File: config.mk
export PLATFORM = sky130hd
export DESIGN_NAME = bbs_slave
export DESIGN_NICKNAME = d
export VERILOG_FILES = /design/src/rtl/bbs_pkg.sv /design/src/rtl/bbs_port_reg.sv /design/src/rtl/bbs_cmd_core.sv /design/src/rtl/bbs_read_out.sv /design/src/rtl/bbs_slave.sv
export SDC_FILE = /design/constraint.sdc
export NUM_CORES = 1
export LEC_CHECK = 0
export BUFFER_PORTS_ARGS = -buffer_cell sky130_fd_sc_hd__buf_2
export CAP_MARGIN = 30
export CORE_AREA = 2 2 68 86
export DETAILED_ROUTE_END_ITERATION = 10
export DIE_AREA = 0 0 70 88
export PLACE_DENSITY_LB_ADDON = 0.3
export SYNTH_ARGS = -nofsm -noshare
export SYNTH_HDL_FRONTEND = slang
export SYNTH_SLANG_ARGS = --single-unit
export TNS_END_PERCENT = 50
File: constraint.sdc
create_clock -name clk_i -period 3.7 [get_ports clk_i]
set_input_delay 0.74 -clock clk_i [delete_from_list [all_inputs] [get_ports clk_i]]
set_output_delay 0.74 -clock clk_i [all_outputs]
set_load 0.02 [all_outputs]
File: src/rtl/bbs_pkg.sv
package bbs_pkg;
  localparam int unsigned CMD_W  = 8;
  localparam int unsigned NIB_W  = 4;
  localparam int unsigned ADDR_W = NIB_W;

  // port register bit positions
  localparam int unsigned PIN_CLK_LVL = 0;
  localparam int unsigned PIN_CLK_OE  = 1;
  localparam int unsigned PIN_DAT_LVL = 2;
  localparam int unsigned PIN_DAT_OE  = 3;

  typedef enum logic [1:0] {
    XFER_NONE = 2'b00,
    XFER_DATA = 2'b01,
    XFER_ADDR = 2'b10,
    XFER_BAD  = 2'b11
  } xfer_e;

  typedef struct packed {
    logic             mark;
    logic             rd;
    xfer_e            xfer;
    logic [NIB_W-1:0] nib;
  } cmd_t;
endpackage

File: src/rtl/bbs_port_reg.sv
module bbs_port_reg
  import bbs_pkg::*;
#(
  parameter int unsigned PORT_W = 8
) (
  input  logic              clk_i,
  input  logic              rst_ni,
  input  logic              we_i,
  input  logic [PORT_W-1:0] wdata_i,
  input  logic              slave_bit_i,
  output logic [PORT_W-1:0] rdata_o,
  output logic              pulse_o,
  output logic              dat_oe_o,
  output logic              dat_lvl_o
);
  logic [PORT_W-1:0] port_q;

  // edge qualified by the drive-enable held before this write
  assign pulse_o   = we_i & port_q[PIN_CLK_OE] & wdata_i[PIN_CLK_LVL] & ~port_q[PIN_CLK_LVL];
  assign dat_oe_o  = wdata_i[PIN_DAT_OE];
  assign dat_lvl_o = wdata_i[PIN_DAT_LVL];

  always_ff @(posedge clk_i or negedge rst_ni) begin
    if (!rst_ni)   port_q <= '0;
    else if (we_i) port_q <= wdata_i;
  end

  always_comb begin
    rdata_o              = port_q;
    rdata_o[PIN_DAT_LVL] = slave_bit_i;
  end
endmodule

File: src/rtl/bbs_cmd_core.sv
module bbs_cmd_core
  import bbs_pkg::*;
(
  input  logic              clk_i,
  input  logic              rst_ni,
  input  logic              pulse_i,
  input  logic              shift_mode_i,
  input  logic              bit_i,
  output logic              fetch_o,
  output logic              rf_we_o,
  output logic [ADDR_W-1:0] rf_addr_o,
  output logic [NIB_W-1:0]  rf_wdata_o,
  output logic              illegal_o
);
  localparam int unsigned CNT_W = $clog2(CMD_W);

  logic [CMD_W-1:0]  shift_q, byte_n;
  logic [CNT_W-1:0]  cnt_q;
  logic [ADDR_W-1:0] addr_q;
  logic              illegal_q;
  logic              take, done, legal, is_addr, is_data;
  cmd_t              cmd;

  assign take    = pulse_i & shift_mode_i;
  assign byte_n  = {shift_q[CMD_W-2:0], bit_i};
  assign done    = take && (cnt_q == CNT_W'(CMD_W - 1));
  assign cmd     = cmd_t'(byte_n);
  assign is_addr = (cmd.xfer == XFER_ADDR);
  assign is_data = (cmd.xfer == XFER_DATA);
  assign legal   = cmd.mark & (is_addr | is_data);

  // address load takes effect for a fetch in the same command
  assign rf_addr_o  = (done && legal && is_addr) ? cmd.nib : addr_q;
  assign rf_wdata_o = cmd.nib;
  assign rf_we_o    = done & legal & ~cmd.rd & is_data;
  assign fetch_o    = done & legal & cmd.rd;
  assign illegal_o  = illegal_q;

  always_ff @(posedge clk_i or negedge rst_ni) begin
    if (!rst_ni) begin
      shift_q   <= '0;
      cnt_q     <= '0;
      addr_q    <= '0;
      illegal_q <= 1'b0;
    end else begin
      if (take) begin
        shift_q <= byte_n;
        cnt_q   <= done ? '0 : cnt_q + 1'b1;
      end
      if (done && legal && is_addr) addr_q <= cmd.nib;
      if (done && !legal)           illegal_q <= 1'b1;
    end
  end
endmodule

File: src/rtl/bbs_read_out.sv
module bbs_read_out #(
  parameter int unsigned DATA_W = 8
) (
  input  logic              clk_i,
  input  logic              rst_ni,
  input  logic              load_i,
  input  logic [DATA_W-1:0] data_i,
  input  logic              step_i,
  output logic              bit_o
);
  localparam int unsigned IDX_W = $clog2(DATA_W);

  logic [DATA_W-1:0] byte_q;
  logic [IDX_W-1:0]  idx_q, idx_n;
  logic              bit_q;

  assign idx_n = idx_q + 1'b1;
  assign bit_o = bit_q;

  always_ff @(posedge clk_i or negedge rst_ni) begin
    if (!rst_ni) begin
      byte_q <= '0;
      idx_q  <= '0;
      bit_q  <= 1'b0;
    end else if (load_i) begin
      byte_q <= data_i;
      idx_q  <= '0;
      bit_q  <= data_i[DATA_W-1];
    end else if (step_i) begin
      idx_q <= idx_n;
      bit_q <= byte_q[IDX_W'(DATA_W - 1) - idx_n];
    end
  end
endmodule

File: src/rtl/bbs_slave.sv
module bbs_slave
  import bbs_pkg::*;
#(
  parameter int unsigned PORT_W = 8,
  parameter int unsigned DATA_W = 8
) (
  input  logic              clk_i,
  input  logic              rst_ni,
  input  logic              port_we_i,
  input  logic [PORT_W-1:0] port_wdata_i,
  output logic [PORT_W-1:0] port_rdata_o,
  output logic              rf_we_o,
  output logic [ADDR_W-1:0] rf_addr_o,
  output logic [NIB_W-1:0]  rf_wdata_o,
  input  logic [DATA_W-1:0] rf_rdata_i,
  output logic              illegal_o
);
  logic pulse, dat_oe, dat_lvl, fetch, slave_bit;

  bbs_port_reg #(.PORT_W(PORT_W)) u_port (
    .clk_i       (clk_i),
    .rst_ni      (rst_ni),
    .we_i        (port_we_i),
    .wdata_i     (port_wdata_i),
    .slave_bit_i (slave_bit),
    .rdata_o     (port_rdata_o),
    .pulse_o     (pulse),
    .dat_oe_o    (dat_oe),
    .dat_lvl_o   (dat_lvl)
  );

  bbs_cmd_core u_core (
    .clk_i        (clk_i),
    .rst_ni       (rst_ni),
    .pulse_i      (pulse),
    .shift_mode_i (dat_oe),
    .bit_i        (dat_lvl),
    .fetch_o      (fetch),
    .rf_we_o      (rf_we_o),
    .rf_addr_o    (rf_addr_o),
    .rf_wdata_o   (rf_wdata_o),
    .illegal_o    (illegal_o)
  );

  bbs_read_out #(.DATA_W(DATA_W)) u_rdout (
    .clk_i  (clk_i),
    .rst_ni (rst_ni),
    .load_i (fetch),
    .data_i (rf_rdata_i),
    .step_i (pulse & ~dat_oe),
    .bit_o  (slave_bit)
  );
endmodule

==> out/metrics.csv <==
metric,value,unit
hold_class,flop to flop,
cts_tree,built,
coreArea,5330,sq um
cp_data_arrival_time,2.12,ns
die_h,88,microns
cts_num_sinks,34,
drv_cap,0,
whs_path_depth,1,
antenna_left,0,
first_global_vias,1011,
synthToLayoutAreaGrowth,19.0,%
grt-ovfl-total,0,
synth_top_family_by_area,multiplexers,
reg2reg_slack,1.63,ns
drc,0,
fin_crit,2.86,ns
status,"finished, final reports clean",
rsz0062_at_grt,false,
register_area,851,sq um
fin_area,1840,sq um
die-area,6160,sq um
hold_end,u_core.illegal_o,
path_max_fanout,4,
clock_latency,0.28,ns
cp_slowest_stage_delay,0.36,ns
post_dp_cell_area,1750,sq um
r2r-end,u_rdout.byte_q[0],
antenna_cells,0,
cts_resized,0,
regToRegStartpoint,u_core.shift_q[3],
cts_max_level,2,
initial_core_util,0.291,
synthMuxAreaShare,0.221,
reg2reg_depth,5,
wl,2.75,mm
mappedNetlistArea,1550,sq um
cp-start-kind,flop,
ys_seq_area_frac,0.549,
synth_xor_area_frac,0.0169,
path_class,flop to output pin,
antenna_found_initial,0,
slew_headroom,0.496,
hold_start,u_core.illegal_o,
drt_iter0_markers,14,
synth_cells,114,
setup_violations,0,
dp_hpwl,2.11,mm
wire_per_inst,12.9,microns
yosysTopAreaCellShare,0.549,
synth-warning-count,0,
path_clk_slew,0.07,ns
syn-num-nets,138,
grt_pass1_wl,4.61,mm
finalNetCount,173,
finalCritPeriodShare,0.773,
grt_usage,0.0963,
max_freq,0.350,GHz
hold_viol,0,
ys_seq_elements,34,
dr.pass1.iters,2,
multi_input_area,616,sq um
cts_root_buf,clkbuf_8,
hold_slack,0.484,ns
ios,37,
fillers,558,
power.density,540,nW/um^2
avgViaCountPerCell,4.48,
via_count,958,
critical_path.cell_chain,inv_1 > ha_1 > nand3b_1 > nor3_1 > nand2_1 > mux2_2 > buf_2,
finalSetupTns,0,ns
fin_util,0.346,
synth-compound-area-share,0.0282,
io_buffers,36,
yosys.area_share.simple,0.0904,
cp.required,2.96,ns
drive_gt1_frac,0.460,
synthAdderAreaFrac,0.0404,
rows,30,
fin_worst_skew,0.00714,ns
cp_slowest_cell,dfrtp_1,
gp_congestion,0.687,
cts_setup_buffers,0,
synth.distinct_cells,25,
clock_path_buffers,2,
endpoint_kind,output pin,
die_x,70,microns
grt_max_degree,35,
yosys.area.top_type,dfrtp_1,
syn-mean-instance-area,13.6,sq um
irDropWorstVdd,0.000223,V
worstMarginPinSlew,0.756,ns
synthTopCellsByArea,"dfrtp_1 (55%), mux2_2 (15%), ha_1 (4.0%), buf_4 (3.4%), mux4_1 (3.4%)",
cts_hold_buffers,0,
finalMaxSlewViolations,0,
p_leak,0.939,nW
numCtsBuffers,5,
flip-flops by register name (all words and copies together), names as in the netlist:
register and count:
u_core.cnt_q 3, u_rdout.idx_q 3, u_core.shift_q 7, u_rdout.byte_q 8, u_rdout.bit_o 1, u_core.addr_q 4, u_port.port_q 7, u_core.illegal_o 1
metal layers:
metal / global-route usage / up-vias / share of wire
met5: 0 / - / 0
met4: 0.0524 / 0 / 0.022
met3: 0.0299 / 5 / 0.043
met2: 0.165 / 21 / 0.52
met1: 0.107 / 471 / 0.41
li1: - / 461 / -
cell usage in the layout (no fill, tap or decap), types with 2 or more instances in the layout:
cell,synthesis,routed
mux2_2,20,20
buf_2,1,36
clkbuf_8,0,6
ha_1,5,5
nand3b_1,2,2
mux2_1,4,4
nand2_1,6,6
mux4_1,2,2
inv_1,7,7
dfrtp_1,34,34
mux2i_1,2,2
o21ai_0,6,6
xnor2_1,3,3
nor2_1,4,4
stage by stage:
| step | cells | power (mW) | setup WS [ns] |
|---|---|---|---|
| floorplan | 114 | 0.681 | 1.30 |
| global placement | 206 | 0.730 | 1.01 |
| detailed placement | 206 | 0.738 | 0.958 |
| CTS | 214 | 1.02 | 0.808 |
| global route | 214 | 1.06 | 0.659 |
| finish | 214 | 0.996 | 0.841 |
worst max path at each step:
stage | from | to | slack (ns)
2_1_floorplan | port_we_i | rf_addr_o[0] | 1.30
3_3_place_gp | port_we_i | rf_addr_o[3] | 1.01
3_5_place_dp | port_we_i | rf_addr_o[3] | 0.96
4_1_cts | u_core.shift_q[3] | rf_addr_o[1] | 0.81
5_1_grt | u_core.shift_q[3] | rf_addr_o[1] | 0.66
6_report | u_core.shift_q[3] | rf_addr_o[1] | 0.84
power by group:
| part | internal, mW | total (mW) | leakage [nW] | switching (mW) |
|---|---|---|---|---|
| clock | 0.150 | 0.272 | 0.0482 | 0.122 |
| combinational | 0.119 | 0.233 | 0.456 | 0.114 |
| sequential | 0.439 | 0.491 | 0.435 | 0.0518 |
| total | 0.708 | 0.996 | 0.939 | 0.288 |
synth_stat cells:
cell and instances:
nand2b_1 1, o21ai_0 6, mux2_2 20, mux2i_1 2, buf_4 7, nor4_1 1, a31o_2 1, o21ai_1 1
nor2_1 4, mux4_1 2, xnor2_1 3, nor2_2 1, nor3_2 1, nand3b_1 2, nor4_4 1, ha_1 5
nand2_2 1, and3_1 1, dfrtp_1 34, nor3_1 1, mux2_1 4, inv_1 7, nand2_1 6, nand3b_4 1
buf_2 1
cell type report:
class / count / area share
sequential: 34 / 0.461
multi-input combinational: 65 / 0.334
timing repair buffer: 36 / 0.0977
clock buffer: 7 / 0.0468
tap: 64 / 0.0434
inverter: 7 / 0.0142
clock inverter: 1 / 0.00271
cells by family after synthesis:
logic type | count (synthesis)
and+or+nand+nor | 21
buffers and inverters | 15
muxes | 28
xor gates and xnor gates | 3
adders and majority gates | 5
DFF | 34
AOI/OAI and AO/OA | 8
critical path, delay by kind of cell (launching register included):
kind,cells,cell delay [ns]
simple gates,3,0.62
flops,1,0.36
mux,1,0.32
fa+ha+maj,1,0.30
buf+inv,2,0.23
No activity file was read; power rests on OpenSTA's default activity.
